### src/rtl/enc_status_pkg.sv
package enc_status_pkg;
  localparam int NUM_ENC = 5;
  localparam int NUM_BTN = NUM_ENC + 1;
  localparam int IN_W    = 3 * NUM_ENC + 1;
  localparam int POS_W   = 4;
  localparam int DUR_W   = 7;
  localparam int IDLE_W  = 8;
  localparam int SLICE_W = 1 + DUR_W + 2 * POS_W;

  // strobes from the control half to the datapath half
  typedef struct packed {
    logic                tick;
    logic [NUM_ENC-1:0]  stepUp;
    logic [NUM_ENC-1:0]  stepDn;
    logic [NUM_BTN-1:0]  durRestart;
    logic                idleRestart;
    logic                sample;
  } ctlStrobes_t;
endpackage

### src/rtl/enc_status_ctl.sv
module enc_status_ctl
  import enc_status_pkg::*;
#(
  parameter int TICK_CYCLES = 10_000_000
) (
  input  logic               clk,
  input  logic               rst,
  input  logic [NUM_ENC-1:0] quadA,
  input  logic [NUM_ENC-1:0] quadB,
  input  logic [IN_W-1:0]    chgFlags,
  input  logic               updStrobe,
  output ctlStrobes_t        strb
);
  localparam int TICK_W = (TICK_CYCLES > 1) ? $clog2(TICK_CYCLES) : 1;

  logic [TICK_W-1:0]  preCnt;
  logic               preWrap;
  logic [NUM_ENC-1:0] upVec, dnVec;
  logic [NUM_BTN-1:0] restartVec;

  assign preWrap = (preCnt == TICK_W'(TICK_CYCLES - 1));

  always_ff @(posedge clk) begin
    if (rst)          preCnt <= '0;
    else if (preWrap) preCnt <= '0;
    else              preCnt <= preCnt + 1'b1;
  end

  // per-encoder quadrature step tracker: phase runs -3..+3, 0 is detent
  for (genvar g = 0; g < NUM_ENC; g++) begin : g_quad
    logic [1:0] binPos;
    logic [1:0] diff;
    logic [2:0] phaseQ, phaseD;

    assign binPos = {quadA[g], quadA[g] ^ quadB[g]};

    always_comb begin
      diff   = binPos - phaseQ[1:0];
      phaseD = phaseQ;
      if (binPos == 2'd0)    phaseD = 3'd0;
      else if (diff == 2'd1) phaseD = phaseQ + 3'd1;
      else if (diff == 2'd3) phaseD = phaseQ - 3'd1;
    end

    always_ff @(posedge clk) begin
      if (rst)            phaseQ <= 3'd0;
      else if (updStrobe) phaseQ <= phaseD;
    end

    assign upVec[g]      = updStrobe && (binPos == 2'd0) && (phaseQ == 3'b011);
    assign dnVec[g]      = updStrobe && (binPos == 2'd0) && (phaseQ == 3'b101);
    assign restartVec[g] = updStrobe && chgFlags[3*g+2];
  end

  assign restartVec[NUM_ENC] = updStrobe && chgFlags[IN_W-1];

  assign strb.tick        = preWrap;
  assign strb.stepUp      = upVec;
  assign strb.stepDn      = dnVec;
  assign strb.durRestart  = restartVec;
  assign strb.idleRestart = updStrobe && (|chgFlags);
  assign strb.sample      = updStrobe;
endmodule

### src/rtl/enc_status_dp.sv
module enc_status_dp
  import enc_status_pkg::*;
(
  input  logic               clk,
  input  logic               rst,
  input  ctlStrobes_t        strb,
  input  logic [NUM_BTN-1:0] btnHeld,
  output logic [31:0]        r0,
  output logic [31:0]        r1,
  output logic [31:0]        r2
);
  localparam logic [DUR_W-1:0]  DUR_MAX  = {DUR_W{1'b1}};
  localparam logic [IDLE_W-1:0] IDLE_MAX = {IDLE_W{1'b1}};

  logic [NUM_BTN-1:0]             btnState;
  logic [NUM_BTN-1:0][DUR_W-1:0]  durQ;
  logic [NUM_ENC-1:0][POS_W-1:0]  posNorm, posPress;
  logic [IDLE_W-1:0]              idleQ;
  logic [NUM_ENC-1:0][SLICE_W-1:0] slice;

  always_ff @(posedge clk) begin
    if (rst) begin
      btnState <= '0;
      durQ     <= '0;
      posNorm  <= '0;
      posPress <= '0;
      idleQ    <= '0;
    end else begin
      if (strb.sample) btnState <= btnHeld;

      for (int b = 0; b < NUM_BTN; b++) begin
        if (strb.durRestart[b])                   durQ[b] <= '0;
        else if (strb.tick && durQ[b] != DUR_MAX) durQ[b] <= durQ[b] + 1'b1;
      end

      for (int e = 0; e < NUM_ENC; e++) begin
        if (strb.stepUp[e]) begin
          if (btnHeld[e]) posPress[e] <= posPress[e] + 1'b1;
          else            posNorm[e]  <= posNorm[e] + 1'b1;
        end else if (strb.stepDn[e]) begin
          if (btnHeld[e]) posPress[e] <= posPress[e] - 1'b1;
          else            posNorm[e]  <= posNorm[e] - 1'b1;
        end
      end

      if (strb.idleRestart)                    idleQ <= '0;
      else if (strb.tick && idleQ != IDLE_MAX) idleQ <= idleQ + 1'b1;
    end
  end

  for (genvar g = 0; g < NUM_ENC; g++) begin : g_pack
    assign slice[g] = {btnState[g], durQ[g], posPress[g], posNorm[g]};
  end

  assign r0 = {slice[1], slice[0]};
  assign r1 = {slice[3], slice[2]};
  assign r2 = {btnState[NUM_ENC], durQ[NUM_ENC], idleQ, slice[4]};
endmodule

### src/rtl/enc_status_regs.sv
module enc_status_regs
  import enc_status_pkg::*;
#(
  parameter int TICK_CYCLES = 10_000_000
) (
  input  logic        clk,
  input  logic        rst,
  input  logic [15:0] btnLevel,
  input  logic [15:0] chgFlags,
  input  logic        updStrobe,
  output logic [31:0] r0,
  output logic [31:0] r1,
  output logic [31:0] r2
);
  logic [NUM_ENC-1:0] quadA, quadB;
  logic [NUM_BTN-1:0] btnHeld;
  ctlStrobes_t        strb;

  for (genvar g = 0; g < NUM_ENC; g++) begin : g_split
    assign quadA[g]   = btnLevel[3*g];
    assign quadB[g]   = btnLevel[3*g+1];
    assign btnHeld[g] = btnLevel[3*g+2];
  end
  assign btnHeld[NUM_ENC] = btnLevel[IN_W-1];

  enc_status_ctl #(.TICK_CYCLES(TICK_CYCLES)) u_ctl (
    .clk(clk), .rst(rst), .quadA(quadA), .quadB(quadB),
    .chgFlags(chgFlags), .updStrobe(updStrobe), .strb(strb)
  );

  enc_status_dp u_dp (
    .clk(clk), .rst(rst), .strb(strb), .btnHeld(btnHeld),
    .r0(r0), .r1(r1), .r2(r2)
  );
endmodule

### config.mk
export PLATFORM = sky130hd
export DESIGN_NAME = enc_status_regs
export DESIGN_NICKNAME = d
export VERILOG_FILES = /design/src/rtl/enc_status_pkg.sv /design/src/rtl/enc_status_ctl.sv /design/src/rtl/enc_status_dp.sv /design/src/rtl/enc_status_regs.sv
export SDC_FILE = /design/constraint.sdc
export NUM_CORES = 1
export LEC_CHECK = 0
export ABC_AREA = 1
export BUFFER_PORTS_ARGS = -buffer_cell sky130_fd_sc_hd__clkbuf_2
export CAP_MARGIN = 5
export CORE_ASPECT_RATIO = 2
export CORE_MARGIN = 2
export CORE_UTILIZATION = 52
export CTS_CLUSTER_DIAMETER = 120
export CTS_CLUSTER_SIZE = 10
export DETAILED_ROUTE_END_ITERATION = 6
export PLACE_DENSITY = 0.77
export SYNTH_ARGS = -nofsm -noshare
export SYNTH_HDL_FRONTEND = slang
export SYNTH_SLANG_ARGS = --single-unit
### constraint.sdc
create_clock -name clk -period 2 [get_ports clk]
set_input_delay 0.3 -clock clk [delete_from_list [all_inputs] [get_ports clk]]
set_output_delay 0.3 -clock clk [all_outputs]
set_load 0.02 [all_outputs]
==> flow_metrics.env <==
export IMPL_cts_buffer_depth=2
export IMPL_syn_area_mm2=0.00788
export IMPL_crit_fanout=28
export IMPL_syn_nets=1227
export IMPL_arrival_ns=2.14
export IMPL_yosys_cell_types_count=27
export IMPL_gr_total_overflow=0
export IMPL_drtPass1Iterations=5
export IMPL_syn_to_final_growth_pct=28.8
export IMPL_synth_seq_cells=135
export IMPL_drv_slew=0
export IMPL_cts_hold_buf=0
export IMPL_cts_sinks=135
export IMPL_drive_gt1_frac=0.213
export IMPL_avgRoutedWirePerCell_um=13.3
export IMPL_coreArea_mm2=0.0148
export IMPL_reg2reg_depth=9
export IMPL_grt_max_degree=34
export IMPL_portBuffers=130
export IMPL_final_util=0.685
export IMPL_clock_latency_ns=0.42
export IMPL_worst_pin_slew_ns=0.553
export IMPL_clockRootBuffer="clkbuf_16"
export IMPL_r2r_start="u_ctl.preCnt[0]"
export IMPL_path_class="reg2reg"
export IMPL_synth_avg_cell_area_um2=6.92
export IMPL_period_minus_slack_ns=1.84
export IMPL_numPlacedInstances=1519
export IMPL_period_share=0.922
export IMPL_crit_required_ns=2.30
export IMPL_path_clk_slew_ns=0.05
export IMPL_rrSetupSlack_ns=0.16
export IMPL_crit_start="u_ctl.preCnt[0]"
export IMPL_initial_core_util=0.532
export IMPL_place_gp_congestion=0.929
export IMPL_row_count=63
export IMPL_layout_cells_non_filler=1550
export IMPL_grtUsageTotal=0.257
export IMPL_fp_dieH_um=178
export IMPL_numCtsBuffers=17
export IMPL_antenna_found_initial=0
export IMPL_crit_path_end_kind="flop"
export IMPL_hold_slack_ns=0.119
export IMPL_io_pins=131
export IMPL_routed_via_density=5.33
export IMPL_cap_violations=0
export IMPL_dr_total_vias=8266
export IMPL_layout_common_cells="267 x nand2_1, 139 x inv_1, 130 x clkbuf_2, 130 x dfxtp_1, 118 x nor2_1"
export IMPL_power_density_mw_per_mm2=714
export IMPL_yosysTopAreaCell="dfxtp_1"
export IMPL_power_leakage_nw=4.47
export IMPL_drtIter0Drc=308
export IMPL_endpoint="u_dp.r1[12]"
export IMPL_clock_fmax_mhz=542
export IMPL_finalHoldViolCount=0
export IMPL_netlist_instances=1139
export IMPL_cts_max_level=4
export IMPL_r2r_end="u_dp.r1[12]"
export IMPL_hold_class="in2reg"
export IMPL_yosys_top_cells_area="dfxtp_1 34%, nand2_1 13%, a21oi_1 7.2%"
export IMPL_ir_drop_mv=0.602
export IMPL_hpwl_mm=15.5
export IMPL_dieArea_mm2=0.0162
export IMPL_synth_top_area_share=0.343
export IMPL_p_total_mw=7.24
export IMPL_grt_pass1_wl_mm=34.4
export IMPL_antenna_cells=0
export IMPL_die_x_um=91.0
export IMPL_skew_ns=0.00843
export IMPL_mostFrequentLayoutCell="nand2_1"
export IMPL_max_slew_margin=0.628
export IMPL_start_kind="flop"
export IMPL_grt_pass1_vias=8058
export IMPL_ant_nets=0
export IMPL_finalSetupViolations=0
export IMPL_seq_area_frac_synth=0.343
export IMPL_final_net_count=1431
export IMPL_ys_warn_count=0
export IMPL_status="completed"
export IMPL_wirelength_mm=20.6
export IMPL_cts_tree="yes"
export IMPL_drc=0
==> Yosys cell counts, drive strengths merged <==
cell type / n
fa: 15
dfxtp: 135
o21ai: 38
xnor2: 17
nand3: 88
nand3b: 3
or2: 7
nor3b: 3
a21oi: 113
xor2: 26
nor2: 131
ha: 38
nand2: 272
inv: 141
buf: 11
nand4: 73
clkbuf: 11
nor3: 15
nor4: 2
==> final cells by class <==
type,count,area (um^2)
well taps,195,244
inverters,141,529
flip-flops and latches,135,2710
clock inverters,8,215
fillers,1333,4670
multi-input cells,841,4660
repair buffers,207,1300
clock buffers,23,488
==> state kept, by name, indices dropped and copies added (netlist names) <==
name and count:
u_ctl.preCnt 24, u_dp.idleQ 8, u_dp.r0 30, u_dp.r1 30, u_dp.btnState 6, u_dp.r2 22, u_ctl.g_quad.phaseQ 15
==> worst max-delay path, stage by stage, from the launching register on <==
cell     delay [ns]
dfxtp_1        0.35
ha_1           0.23
nand2_2        0.11
nor2_4         0.17
nand3_2        0.11
nor2_4         0.23
buf_12         0.22
nand3_2        0.16
nand2_1        0.09
a21oi_1        0.06
==> where the power goes <==
part           internal [mW]  switching [mW]
registers               2.75          0.0521
clock network           2.59            1.14
logic                  0.304           0.410
==> per-stage QoR <==
stage / TNS [ns] / setup slack (ns) / cell area [um^2]
floorplan: 0 / 0.000473 / 7890
global placement: -1.48 / -0.147 / 9330
detailed placement: -2.57 / -0.218 / 9330
CTS: 0 / 0.0485 / 10000
global route: -0.0227 / -0.0227 / 10100
finish: 0 / 0.156 / 10100
==> how the worst min path moves through the flow <==
stage,start,end,slack (ns),depth (start not counted)
finish,btnLevel[15],u_dp.btnState[5],0.12,3
global route,btnLevel[15],u_dp.btnState[5],0.12,3
CTS,btnLevel[15],u_dp.btnState[5],0.10,3
detailed placement,u_ctl.preCnt[0],u_ctl.preCnt[0],0.44,1
global placement,u_ctl.preCnt[0],u_ctl.preCnt[0],0.43,1
floorplan,u_ctl.preCnt[0],u_ctl.preCnt[0],0.42,1
==> layer usage <==
| metal | vias up | part of all wire | global-route usage |
|---|---|---|---|
| met4 | 0 | 0.029 | 0.124 |
| li1 | 4164 | - | - |
| met3 | 52 | 0.042 | 0.0494 |
| met5 | - | 0 | 0 |
| met1 | 3823 | 0.36 | 0.236 |
| met2 | 227 | 0.57 | 0.522 |
==> cells by family after synthesis <==
group,count (synthesis),synth area share
and+or+nand+nor,594,0.333
AOI/OAI and AO/OA,151,0.0959
xor gates and xnor gates,43,0.0478
adders and majority gates,53,0.0985
DFF,135,0.343
buffers and inverters,163,0.0815
==> what timing repair did <==
item	CTS	global route
setup endpoints to repair	0	42
buffers inserted	0	0
gates resized for setup	0	33
Power figures use the tool's default switching activity.
